==> src/rtl/fmt_pkg.sv <==
package fmt_pkg;

    localparam int BYTE_W = 8;
    localparam int CRC_W  = 16;

    localparam logic [BYTE_W-1:0] CODE_MARK = 8'hF5;
    localparam logic [BYTE_W-1:0] CODE_SYNC = 8'hF6;
    localparam logic [BYTE_W-1:0] CODE_SUM  = 8'hF7;
    localparam logic [BYTE_W-1:0] MARK_A1   = 8'hA1;
    localparam logic [BYTE_W-1:0] MARK_C2   = 8'hC2;

    typedef enum logic [1:0] {PH_IDLE, PH_ARM, PH_WRITE} phase_t;
    typedef enum logic [1:0] {K_PLAIN, K_MARK_A1, K_MARK_C2, K_SUM} kind_t;

    typedef struct packed {
        logic [BYTE_W-1:0] val;
        logic              mc;
        kind_t             kind;
    } xlat_t;

    function automatic xlat_t xlate(input logic [BYTE_W-1:0] b);
        xlat_t r;
        r.val  = b;
        r.mc   = 1'b0;
        r.kind = K_PLAIN;
        if (b == CODE_MARK) begin
            r.val = MARK_A1; r.mc = 1'b1; r.kind = K_MARK_A1;
        end else if (b == CODE_SYNC) begin
            r.val = MARK_C2; r.mc = 1'b1; r.kind = K_MARK_C2;
        end else if (b == CODE_SUM) begin
            r.kind = K_SUM;
        end
        return r;
    endfunction

    function automatic logic [CRC_W-1:0] crc_step(input logic [CRC_W-1:0] c,
                                                  input logic [BYTE_W-1:0] d,
                                                  input logic [CRC_W-1:0] poly);
        logic [CRC_W-1:0] n;
        logic fb;
        n = c;
        for (int i = BYTE_W - 1; i >= 0; i--) begin
            fb = n[CRC_W-1] ^ d[i];
            n  = {n[CRC_W-2:0], 1'b0};
            if (fb) n = n ^ poly;
        end
        return n;
    endfunction

endpackage

==> src/rtl/fmt_edge_det.sv <==
module fmt_edge_det (
    input  logic clk,
    input  logic rst,
    input  logic lvl,
    output logic rise
);
    logic lvl_q;

    always_ff @(posedge clk) begin
        if (rst) lvl_q <= 1'b0;
        else     lvl_q <= lvl;
    end

    assign rise = lvl & ~lvl_q;
endmodule

==> src/rtl/fmt_crc_acc.sv <==
module fmt_crc_acc
    import fmt_pkg::*;
#(
    parameter logic [CRC_W-1:0] POLY = 16'h1021,
    parameter logic [CRC_W-1:0] INIT = 16'hFFFF
) (
    input  logic              clk,
    input  logic              rst,
    input  logic              en,
    input  logic              preset,
    input  logic [BYTE_W-1:0] din,
    output logic [CRC_W-1:0]  crc
);
    always_ff @(posedge clk) begin
        if (rst)
            crc <= INIT;
        else if (en)
            crc <= crc_step(preset ? INIT : crc, din, POLY);
    end

    // The sum only moves on a folded byte
    AST_SUM_HOLDS: assert property (@(posedge clk) disable iff (rst)
        !en |=> $stable(crc));
endmodule

==> src/rtl/fmt_hold_reg.sv <==
module fmt_hold_reg
    import fmt_pkg::*;
(
    input  logic              clk,
    input  logic              rst,
    input  logic              clr,
    input  logic              load,
    input  logic [BYTE_W-1:0] din,
    input  logic              take,
    output logic [BYTE_W-1:0] q,
    output logic              full
);
    always_ff @(posedge clk) begin
        if (rst) begin
            q    <= '0;
            full <= 1'b0;
        end else if (load) begin
            q    <= din;
            full <= 1'b1;
        end else if (clr || take) begin
            full <= 1'b0;
        end
    end

    AST_LOAD_FILLS: assert property (@(posedge clk) disable iff (rst)
        load |=> full && q == $past(din));
endmodule

==> src/rtl/fmt_track_xlat.sv <==
module fmt_track_xlat
    import fmt_pkg::*;
#(
    parameter logic [CRC_W-1:0] CRC_POLY = 16'h1021,
    parameter logic [CRC_W-1:0] CRC_INIT = 16'hFFFF
) (
    input  logic              clk,
    input  logic              rst,
    input  logic              start,
    input  logic [BYTE_W-1:0] host_byte,
    input  logic              host_load,
    input  logic              index,
    input  logic              slot,
    output logic [BYTE_W-1:0] out_byte,
    output logic              out_mc,
    output logic              out_valid,
    output logic              drq,
    output logic              lost,
    output logic              done,
    output logic              busy
);
    phase_t            phase;
    logic              idx_rise;
    logic [BYTE_W-1:0] dr_q;
    logic              dr_full;
    logic [CRC_W-1:0]  crc;
    logic              sum_lo_pend;
    logic              last_a1;
    xlat_t             xl;
    logic              wslot, take, fold, preset, begin_pass;
    logic [BYTE_W-1:0] fold_byte;

    fmt_edge_det u_edge (.clk(clk), .rst(rst), .lvl(index), .rise(idx_rise));

    always_comb begin
        xl         = xlate(dr_q);
        begin_pass = (phase == PH_IDLE) && start;
        wslot      = (phase == PH_WRITE) && !idx_rise && slot && !sum_lo_pend;
        take       = wslot && dr_full;
        fold       = wslot && !(dr_full && xl.kind == K_SUM);
        fold_byte  = dr_full ? xl.val : '0;
        preset     = dr_full && xl.kind == K_MARK_A1 && !last_a1;
    end

    fmt_hold_reg u_hold (
        .clk(clk), .rst(rst), .clr(begin_pass), .load(host_load && busy),
        .din(host_byte), .take(take), .q(dr_q), .full(dr_full)
    );

    fmt_crc_acc #(.POLY(CRC_POLY), .INIT(CRC_INIT)) u_crc (
        .clk(clk), .rst(rst), .en(fold), .preset(preset),
        .din(fold_byte), .crc(crc)
    );

    always_ff @(posedge clk) begin
        if (rst) begin
            phase       <= PH_IDLE;
            busy        <= 1'b0;
            drq         <= 1'b0;
            lost        <= 1'b0;
            done        <= 1'b0;
            out_valid   <= 1'b0;
            out_byte    <= '0;
            out_mc      <= 1'b0;
            sum_lo_pend <= 1'b0;
            last_a1     <= 1'b0;
        end else begin
            out_valid <= 1'b0;
            case (phase)
                PH_IDLE: if (start) begin
                    phase       <= PH_ARM;
                    busy        <= 1'b1;
                    drq         <= 1'b1;
                    lost        <= 1'b0;
                    done        <= 1'b0;
                    sum_lo_pend <= 1'b0;
                    last_a1     <= 1'b0;
                end
                PH_ARM: if (idx_rise) begin
                    if (dr_full) begin
                        phase <= PH_WRITE;
                    end else begin
                        phase <= PH_IDLE;
                        busy  <= 1'b0;
                        drq   <= 1'b0;
                        lost  <= 1'b1;
                        done  <= 1'b1;
                    end
                end
                PH_WRITE: begin
                    if (idx_rise) begin
                        phase <= PH_IDLE;
                        busy  <= 1'b0;
                        drq   <= 1'b0;
                        done  <= 1'b1;
                    end else if (slot) begin
                        out_valid <= 1'b1;
                        if (sum_lo_pend) begin
                            out_byte    <= crc[BYTE_W-1:0];
                            out_mc      <= 1'b0;
                            sum_lo_pend <= 1'b0;
                            drq         <= !dr_full;
                        end else if (dr_full) begin
                            if (xl.kind == K_SUM) begin
                                out_byte    <= crc[CRC_W-1:BYTE_W];
                                out_mc      <= 1'b0;
                                sum_lo_pend <= 1'b1;
                                last_a1     <= 1'b0;
                            end else begin
                                out_byte <= xl.val;
                                out_mc   <= xl.mc;
                                drq      <= 1'b1;
                                last_a1  <= (xl.kind == K_MARK_A1);
                            end
                        end else begin
                            out_byte <= '0;
                            out_mc   <= 1'b0;
                            lost     <= 1'b1;
                            last_a1  <= 1'b0;
                        end
                    end
                end
                default: phase <= PH_IDLE;
            endcase
            if (host_load && busy && !(phase == PH_WRITE && idx_rise))
                drq <= 1'b0;
        end
    end

    AST_DRQ_NEEDS_BUSY: assert property (@(posedge clk) disable iff (rst)
        drq |-> busy);
    AST_MC_ONLY_MARKS: assert property (@(posedge clk) disable iff (rst)
        out_valid && out_mc |-> out_byte == MARK_A1 || out_byte == MARK_C2);
    AST_SYNC_MARK: assert property (@(posedge clk) disable iff (rst)
        take && dr_q == CODE_SYNC |=> out_valid && out_byte == MARK_C2 && out_mc);
    AST_SUM_NO_DRQ: assert property (@(posedge clk) disable iff (rst)
        sum_lo_pend |-> !drq);
    AST_OUT_ONLY_WRITING: assert property (@(posedge clk) disable iff (rst)
        out_valid |-> $past(phase == PH_WRITE));
    AST_DONE_NOT_BUSY: assert property (@(posedge clk) disable iff (rst)
        done |-> !busy);
endmodule

==> config.mk <==
export PLATFORM = sky130hd
export DESIGN_NAME = fmt_track_xlat
export DESIGN_NICKNAME = d
export VERILOG_FILES = /design/src/rtl/fmt_pkg.sv /design/src/rtl/fmt_edge_det.sv /design/src/rtl/fmt_crc_acc.sv /design/src/rtl/fmt_hold_reg.sv /design/src/rtl/fmt_track_xlat.sv
export SDC_FILE = /design/constraint.sdc
export NUM_CORES = 1
export LEC_CHECK = 0
export ABC_AREA = 1
export CAP_MARGIN = 15
export CORE_ASPECT_RATIO = 0.7
export CORE_UTILIZATION = 35
export CTS_BUF_LIST = sky130_fd_sc_hd__clkbuf_4
export CTS_CLUSTER_SIZE = 20
export DETAILED_ROUTE_END_ITERATION = 8
export DONT_BUFFER_PORTS = 1
export PLACE_DENSITY = 0.49
export SYNTH_ARGS = -nofsm -noshare
export SYNTH_HDL_FRONTEND = slang
export SYNTH_SLANG_ARGS = --single-unit
==> constraint.sdc <==
create_clock -name clk -period 1.8 [get_ports clk]
set_input_delay 0.36 -clock clk [delete_from_list [all_inputs] [get_ports clk]]
set_output_delay 0.36 -clock clk [all_outputs]
set_load 0.03 [all_outputs]
==> results of run 1 <==
metal layers:
layer  vias up  wire length (um)  global-route usage (%)
met4         0                72                   4.187
met5         -                 0                       0
met1      1163              4006                   30.77
li1       1296                 -                       -
met3         7               479                   4.286
met2        71              3090                   31.69
cell type report:
type	instances	area, um^2
clock buffers	7	52.55
clock inverters	1	3.754
fillers	722	3617
inverters	49	192.7
multi-input cells	273	1654
flip-flops and latches	44	897.1
well taps	94	117.6
repair buffers	39	346.6
stage by stage:
stage / setup slack (ps) / util [%] / hold WS (ps) / setup TNS (ps)
floorplan: 232.8 / - / 443.3 / 0
global placement: 3.174 / 40.78 / 434.4 / 0
detailed placement: -18.26 / 40.78 / 435.5 / -18.26
CTS: 5.653 / 41.65 / 35.04 / 0
global route: -38.59 / 47.44 / 20.85 / -171.1
finish: 96.96 / 47.44 / 38.41 / 0
synth_stat cells, drive strengths merged:
cell type / count / share of area (%)
o21ai: 25 / 4.9
a21oi: 45 / 9.1
nand3b: 6 / 1.8
a211oi: 1 / 0.30
nor4: 1 / 0.25
o22ai: 1 / 0.25
a311oi: 1 / 0.35
ha: 3 / 1.5
o211ai: 11 / 3.3
clkbuf: 6 / 0.89
nor2: 34 / 6.4
nand2: 113 / 19
o2111ai: 1 / 0.35
nor3b: 1 / 0.30
dfxtp: 44 / 35
nand4: 2 / 1.1
buf: 7 / 1.8
or2: 2 / 0.49
o221ai: 1 / 0.35
nand3: 24 / 6.0
clkinv: 1 / 0.15
inv: 48 / 7.1
cell families after synthesis:
family | after synthesis | synth area share, %
DFF | 44 | 34.82
buffers and inverters | 62 | 9.990
AOI/OAI and AO/OA | 86 | 18.84
and+or+nand+nor | 183 | 34.87
adders and majority gates | 3 | 1.484
how the worst max path moves through the flow:
stage,start,endpoint,slack (ps),depth (start not counted)
floorplan,phase[0],u_crc.crc[11],230,10
global placement,phase[0],drq,3,12
detailed placement,phase[0],done,-20,12
CTS,phase[0],drq,6,12
global route,u_hold.q[1],u_crc.crc[0],-40,13
finish,phase[0],sum_lo_pend,100,10
timing repair:
item / CTS / global route
gates resized for setup: 1 / 90
cloned: 0 / 2
setup buffers: 0 / 11
endpoints found under the setup margin: 1 / 24
pin swaps: 0 / 27
flip-flops by register name (all words and copies together), names as in the netlist:
name and cells:
u_crc.crc 16, out_byte 8, u_hold.q 8, phase 2
busy 1, done 1, drq 1, last_a1 1
lost 1, out_mc 1, out_valid 1, sum_lo_pend 1
u_edge.lvl_q 1, u_hold.full 1
critical path: cells and delay by family, from the launching register on:
kind	cells	cell delay, ps
AOI/OAI and AO/OA	1	140
DFF	1	390
and+or+nand+nor	4	530
buffers and inverters	4	430
adders and majority gates	1	130
power groups by stage:
stage | clock network [mW] | registers (mW) | logic [mW]
finish | 0.523 | 1.37 | 1.60
global route | 0.576 | 1.39 | 1.80
CTS | 0.547 | 1.34 | 1.22
detailed placement | 0 | 1.36 | 1.20
global placement | 0 | 1.35 | 1.20
floorplan | 0 | 1.36 | 0.823
==> metrics, run 1 <==
status completed; ratio of cells with drive above 1 in the final layout 35.84%; final RePlAce weighted congestion 0.9232; Initial Utilization 36.76%; diode insertion count for antenna repair 0; actual slew at the worst max-slew pin 357.9 ps; endpoint of the worst hold-timing path phase[0]; Clock Skews 8.398 ps; switch share 43.29%; number of placed instances, taps included 486; Via-to-Cell Ratio 5.004; count of pins over their slew limit 0; crit-path max cell delay 390 ps; router iterations before antenna repair 4; DP HPWL 5.279 mm; net switching power 1.512 mW; Die X 103.6 um; die outline height 73.14 um; maximum VDD drop 521.0 uV; maximum clock frequency 587.2 MHz; total number of yosys warnings 0; detailed router's first-iteration violation count 158; clock network latency to the later pin of the worst-skew pair 360 ps; Final Hold Vio Count 0; proportion of power drawn by flip-flops and latches 39.3%; required time of the worst setup path 2070 ps; Data arrival, critical path 1980 ps; leading cell type in the layout, fill and taps excluded sky130_fd_sc_hd__nand2_1; overall fraction of global-route tracks in use 20.98%; via total after detailed routing 2537; Sinks on Clock Net 44; Row Count 25; DRT antenna net count 0; Total Die Area 7578 um^2; critical register-to-register path endpoint sum_lo_pend; path category of the worst min-delay check input pin to register; Synth Cell Area 2530 um^2; dominant cell type by count on the critical path sky130_fd_sc_hd__buf_4; start of the worst register-to-register path phase[0]; total design power 3.494 mW; number of remaining DRC errors 0; largest fanout on the critical path 5; CP cell instances inv_4 > ha_4 > inv_1 > buf_4 > or2_2 > nand2_1 > nor4_1 > buf_4 > a21oi_1 > nor2_1; commonest non-fill, non-tap cells in the layout sky130_fd_sc_hd__nand2_1 (69), sky130_fd_sc_hd__a21oi_1 (42), sky130_fd_sc_hd__nand2_2 (37), sky130_fd_sc_hd__inv_1 (36); final worst-path cycle share 94.61%; maximum clock insertion buffer count 2; fraction of the yosys area taken by sequential cells 34.82%; Startpoint Class register; synth unique cells 34; mean routed wirelength per cell 15.08 um; launch point of the worst hold path rst; critical path class register to register; mean cell area of the mapped netlist 6.693 um^2; ports placed on the boundary 28; Max transition margin 76.11%; pin count of the biggest net entering global routing 23; final-report setup violation count 0; Worst R2R Path Depth 10; count of buffers from port buffering 0; Max-Cap Viols 0; area of placed instances 2806 um^2; initial antenna violation count 0; hold buffer count at cts 0; first-pass GRT wire length 12.23 mm; clock network fraction of design power 15.0%; root buf cell sky130_fd_sc_hd__clkbuf_4; internal portion of total power 1.981 mW; Final Routed Wirelength 7.648 mm; H-tree depth reported by CTS 2; total CTS buffers 5; slowest cell on the critical path sky130_fd_sc_hd__dfxtp_4; Min-Delay Path Depth 1; Area growth, synth to finish 29.03%; clock-pin slew reported for the worst setup and hold paths after clock tree synthesis 130 ps; floorplan core area 6882 um^2; CP endpoint kind register; final std cells w/o fill 507; PwrDens 1070 nW/um^2; min Tclk post-route 1703 ps; combinational fraction of design power 45.8%; Finished Cell Area 3264 um^2; Static Leakage 1.452 nW; flip-flop and latch count after synthesis 44; gr ovfl total 0; setup repair after global routing missed its margin yes; CTS tree yes; number of nets at the end of the flow 429; count of mapped cells out of synthesis 378; vias in the first global route 2387; Synth Net Count 395; register-to-register setup slack 100 ps
(Power assumes the default switching activity.)
==> inputs of run 2 (changes only) <==
- GPL_TIMING_DRIVEN: unset -> 0
- clock period: 1.8 -> 2 ns (I/O delays scaled with it)
==> run 2 against run 1 <==
Compared with the run above:
- critical path depth is 1 higher
- clock-buffer cell count fell by 2
- register-to-register slack improved by 70 ps
- critical path type unchanged
- highest routed layer unchanged
==> metrics, run 2 (same netlist as run 1, synthesis figures left out) <==
DP HPWL 5.516 mm (was 5.279 mm); ports placed on the boundary 28 (unchanged); floorplan core area 6882 um^2 (unchanged); clock-pin slew reported for the worst setup and hold paths after clock tree synthesis 130 ps (about the same); clock network latency to the later pin of the worst-skew pair 370 ps (was 360 ps); Area growth, synth to finish 8.408% (was 29.03%); diode insertion count for antenna repair 0 (unchanged); clock network fraction of design power 20.6% (was 15.0%); final-report setup violation count 0 (unchanged); Final Hold Vio Count 0 (unchanged); Max-Cap Viols 0 (unchanged); met1 Resource Use GR 30.77% (about the same); total CTS buffers 5 (unchanged); ratio of cells with drive above 1 in the final layout 13.73% (was 35.84%); actual slew at the worst max-slew pin 670.5 ps (was 357.9 ps); setup repair after global routing missed its margin no (was yes); total design power 2.765 mW (was 3.494 mW); proportion of power drawn by flip-flops and latches 44.6% (was 39.3%); Initial Utilization 36.76% (unchanged); Row Count 25 (unchanged); register containing the most flip-flops in the final layout u_crc.crc (unchanged); net switching power 1.162 mW (was 1.512 mW); combinational fraction of design power 34.8% (was 45.8%); pin count of the biggest net entering global routing 14 (was 23); met3 demand-to-capacity share in global routing 4.018% (was 4.286%); detailed router's first-iteration violation count 108 (was 158); count of buffers from port buffering 0 (unchanged); initial antenna violation count 0 (unchanged); maximum VDD drop 353.3 uV (was 521.0 uV); leading cell type in the layout, fill and taps excluded sky130_fd_sc_hd__nand2_1 (unchanged); commonest non-fill, non-tap cells in the layout sky130_fd_sc_hd__nand2_1 (96), sky130_fd_sc_hd__inv_1 (43), sky130_fd_sc_hd__a21oi_1 (43), sky130_fd_sc_hd__dfxtp_1 (41), sky130_fd_sc_hd__nor2_1 (28) (was sky130_fd_sc_hd__nand2_1 (69), sky130_fd_sc_hd__a21oi_1 (42), sky130_fd_sc_hd__nand2_2 (37), sky130_fd_sc_hd__inv_1 (36)); Min-Delay Path Depth 2 (was 1); internal portion of total power 1.603 mW (was 1.981 mW); die outline height 73.14 um (unchanged); Clock Skews 9.860 ps (was 8.398 ps); PwrDens 1008 nW/um^2 (was 1070 nW/um^2); Total Die Area 7578 um^2 (unchanged); Max transition margin 55.30% (was 76.11%); router iterations before antenna repair 5 (was 4); CP endpoint kind register (unchanged); hold buffer count at cts 0 (unchanged); Static Leakage 1.242 nW (was 1.452 nW); DRT antenna net count 0 (unchanged); root buf cell sky130_fd_sc_hd__clkbuf_4 (unchanged); required time of the worst setup path 2280 ps (was 2070 ps); gr ovfl total 0 (unchanged); Sinks on Clock Net 44 (unchanged); final sum of negative setup slack 0 ps (unchanged); M2 GR Usage 31.47% (was 31.69%); Top Registers u_crc.crc: 16 flops, out_byte: 8 flops, u_hold.q: 8 flops (unchanged); vias in the first global route 2195 (was 2387); Startpoint Class register (unchanged); Die X 103.6 um (unchanged); maximum clock insertion buffer count 2 (unchanged); Data arrival, critical path 2110 ps (was 1980 ps); number of remaining DRC errors 0 (unchanged); Final Routed Wirelength 7.321 mm (was 7.648 mm); CTS tree yes (unchanged); final worst-path cycle share 91.88% (was 94.61%); Via-to-Cell Ratio 5.006 (was 5.004); count of pins over their slew limit 0 (unchanged); critical path class register to register (unchanged); status completed (unchanged); number of nets at the end of the flow 402 (was 429); mean routed wirelength per cell 15.25 um (was 15.08 um); largest fanout on the critical path 4 (was 5); Largest register FFs 16 (unchanged); via total after detailed routing 2403 (was 2537); path category of the worst min-delay check input pin to register (unchanged); overall fraction of global-route tracks in use 21.05% (was 20.98%); switch share 42.02% (was 43.29%); Worst R2R Path Depth 11 (was 10); H-tree depth reported by CTS 2 (unchanged); busiest layer in global routing met2 (unchanged); maximum clock frequency 544.2 MHz (was 587.2 MHz); final RePlAce weighted congestion 0.8790 (was 0.9232); first-pass GRT wire length 11.94 mm (was 12.23 mm); min Tclk post-route 1838 ps (was 1703 ps)
[run 2: worst max-delay path, cell delays in order, from the launching register on]
cell and delay, ps:
sky130_fd_sc_hd__dfxtp_1 360, sky130_fd_sc_hd__inv_1 80, sky130_fd_sc_hd__ha_1 230, sky130_fd_sc_hd__nor2_1 60, sky130_fd_sc_hd__inv_1 110, sky130_fd_sc_hd__nor2_1 70, sky130_fd_sc_hd__nor3b_1 390, sky130_fd_sc_hd__nand2_1 90
sky130_fd_sc_hd__a21oi_1 180, sky130_fd_sc_hd__nand3_1 90, sky130_fd_sc_hd__nand2_1 60, sky130_fd_sc_hd__nor2_1 30
[run 2: what timing repair did]
item                                   4_1_cts  5_1_grt
setup endpoints to repair                    0       13
buffers inserted                             0        0
gates resized for setup                      0       10
endpoints found under the hold margin        0        0
[run 2: layer usage]
| metal | wire [um] | up-vias |
|---|---|---|
| met5 | 0 | - |
| met4 | 77 | 0 |
| met3 | 594 | 7 |
| met2 | 2873 | 65 |
| met1 | 3775 | 1081 |
| li1 | - | 1250 |
[run 2: power by group through the flow]
| stage | Sequential [mW] | Combinational, mW | Clock [mW] |
|---|---|---|---|
| final | 1.23 | 0.963 | 0.570 |
| after CTS | 1.23 | 0.940 | 0.596 |
| after global routing | 1.26 | 1.11 | 0.622 |
| after detailed placement | 1.25 | 0.937 | 0 |
| after floorplan | 1.22 | 0.741 | 0 |
| after global placement | 1.25 | 0.934 | 0 |
[run 2: metrics by stage]
stage / instances / utilization (%) / hold WS [ps] / setup slack (ps) / area, um^2
after floorplan: 378 / - / 443.3 / 432.8 / 2530
after global placement: 472 / 38.47 / 460.0 / 74.37 / 2648
after detailed placement: 472 / 38.47 / 462.2 / 100.5 / 2648
after CTS: 480 / 39.56 / 139.2 / 77.27 / 2723
after global routing: 480 / 39.85 / 143.2 / 7.243 / 2743
final: 480 / 39.85 / 150.1 / 162.5 / 2743
[run 2: path summary, 6_finish.rpt]
path	start	slack (ps)	end
hold / removal	index	150	u_edge.lvl_q
hold reg to reg	last_a1	490	last_a1
setup reg to reg	phase[0]	160	drq
setup / recovery	phase[0]	160	drq
[run 2: area by class of cell]
type / instances / area (um^2)
plain buffers: 13 / 71.32
clock buffers: 5 / 37.54
clock inverters: 3 / 37.54
fillers: 774 / 4139
inverters: 49 / 186.4
multi-input cells: 272 / 1408
flip-flops and latches: 44 / 884.6
well taps: 94 / 117.6
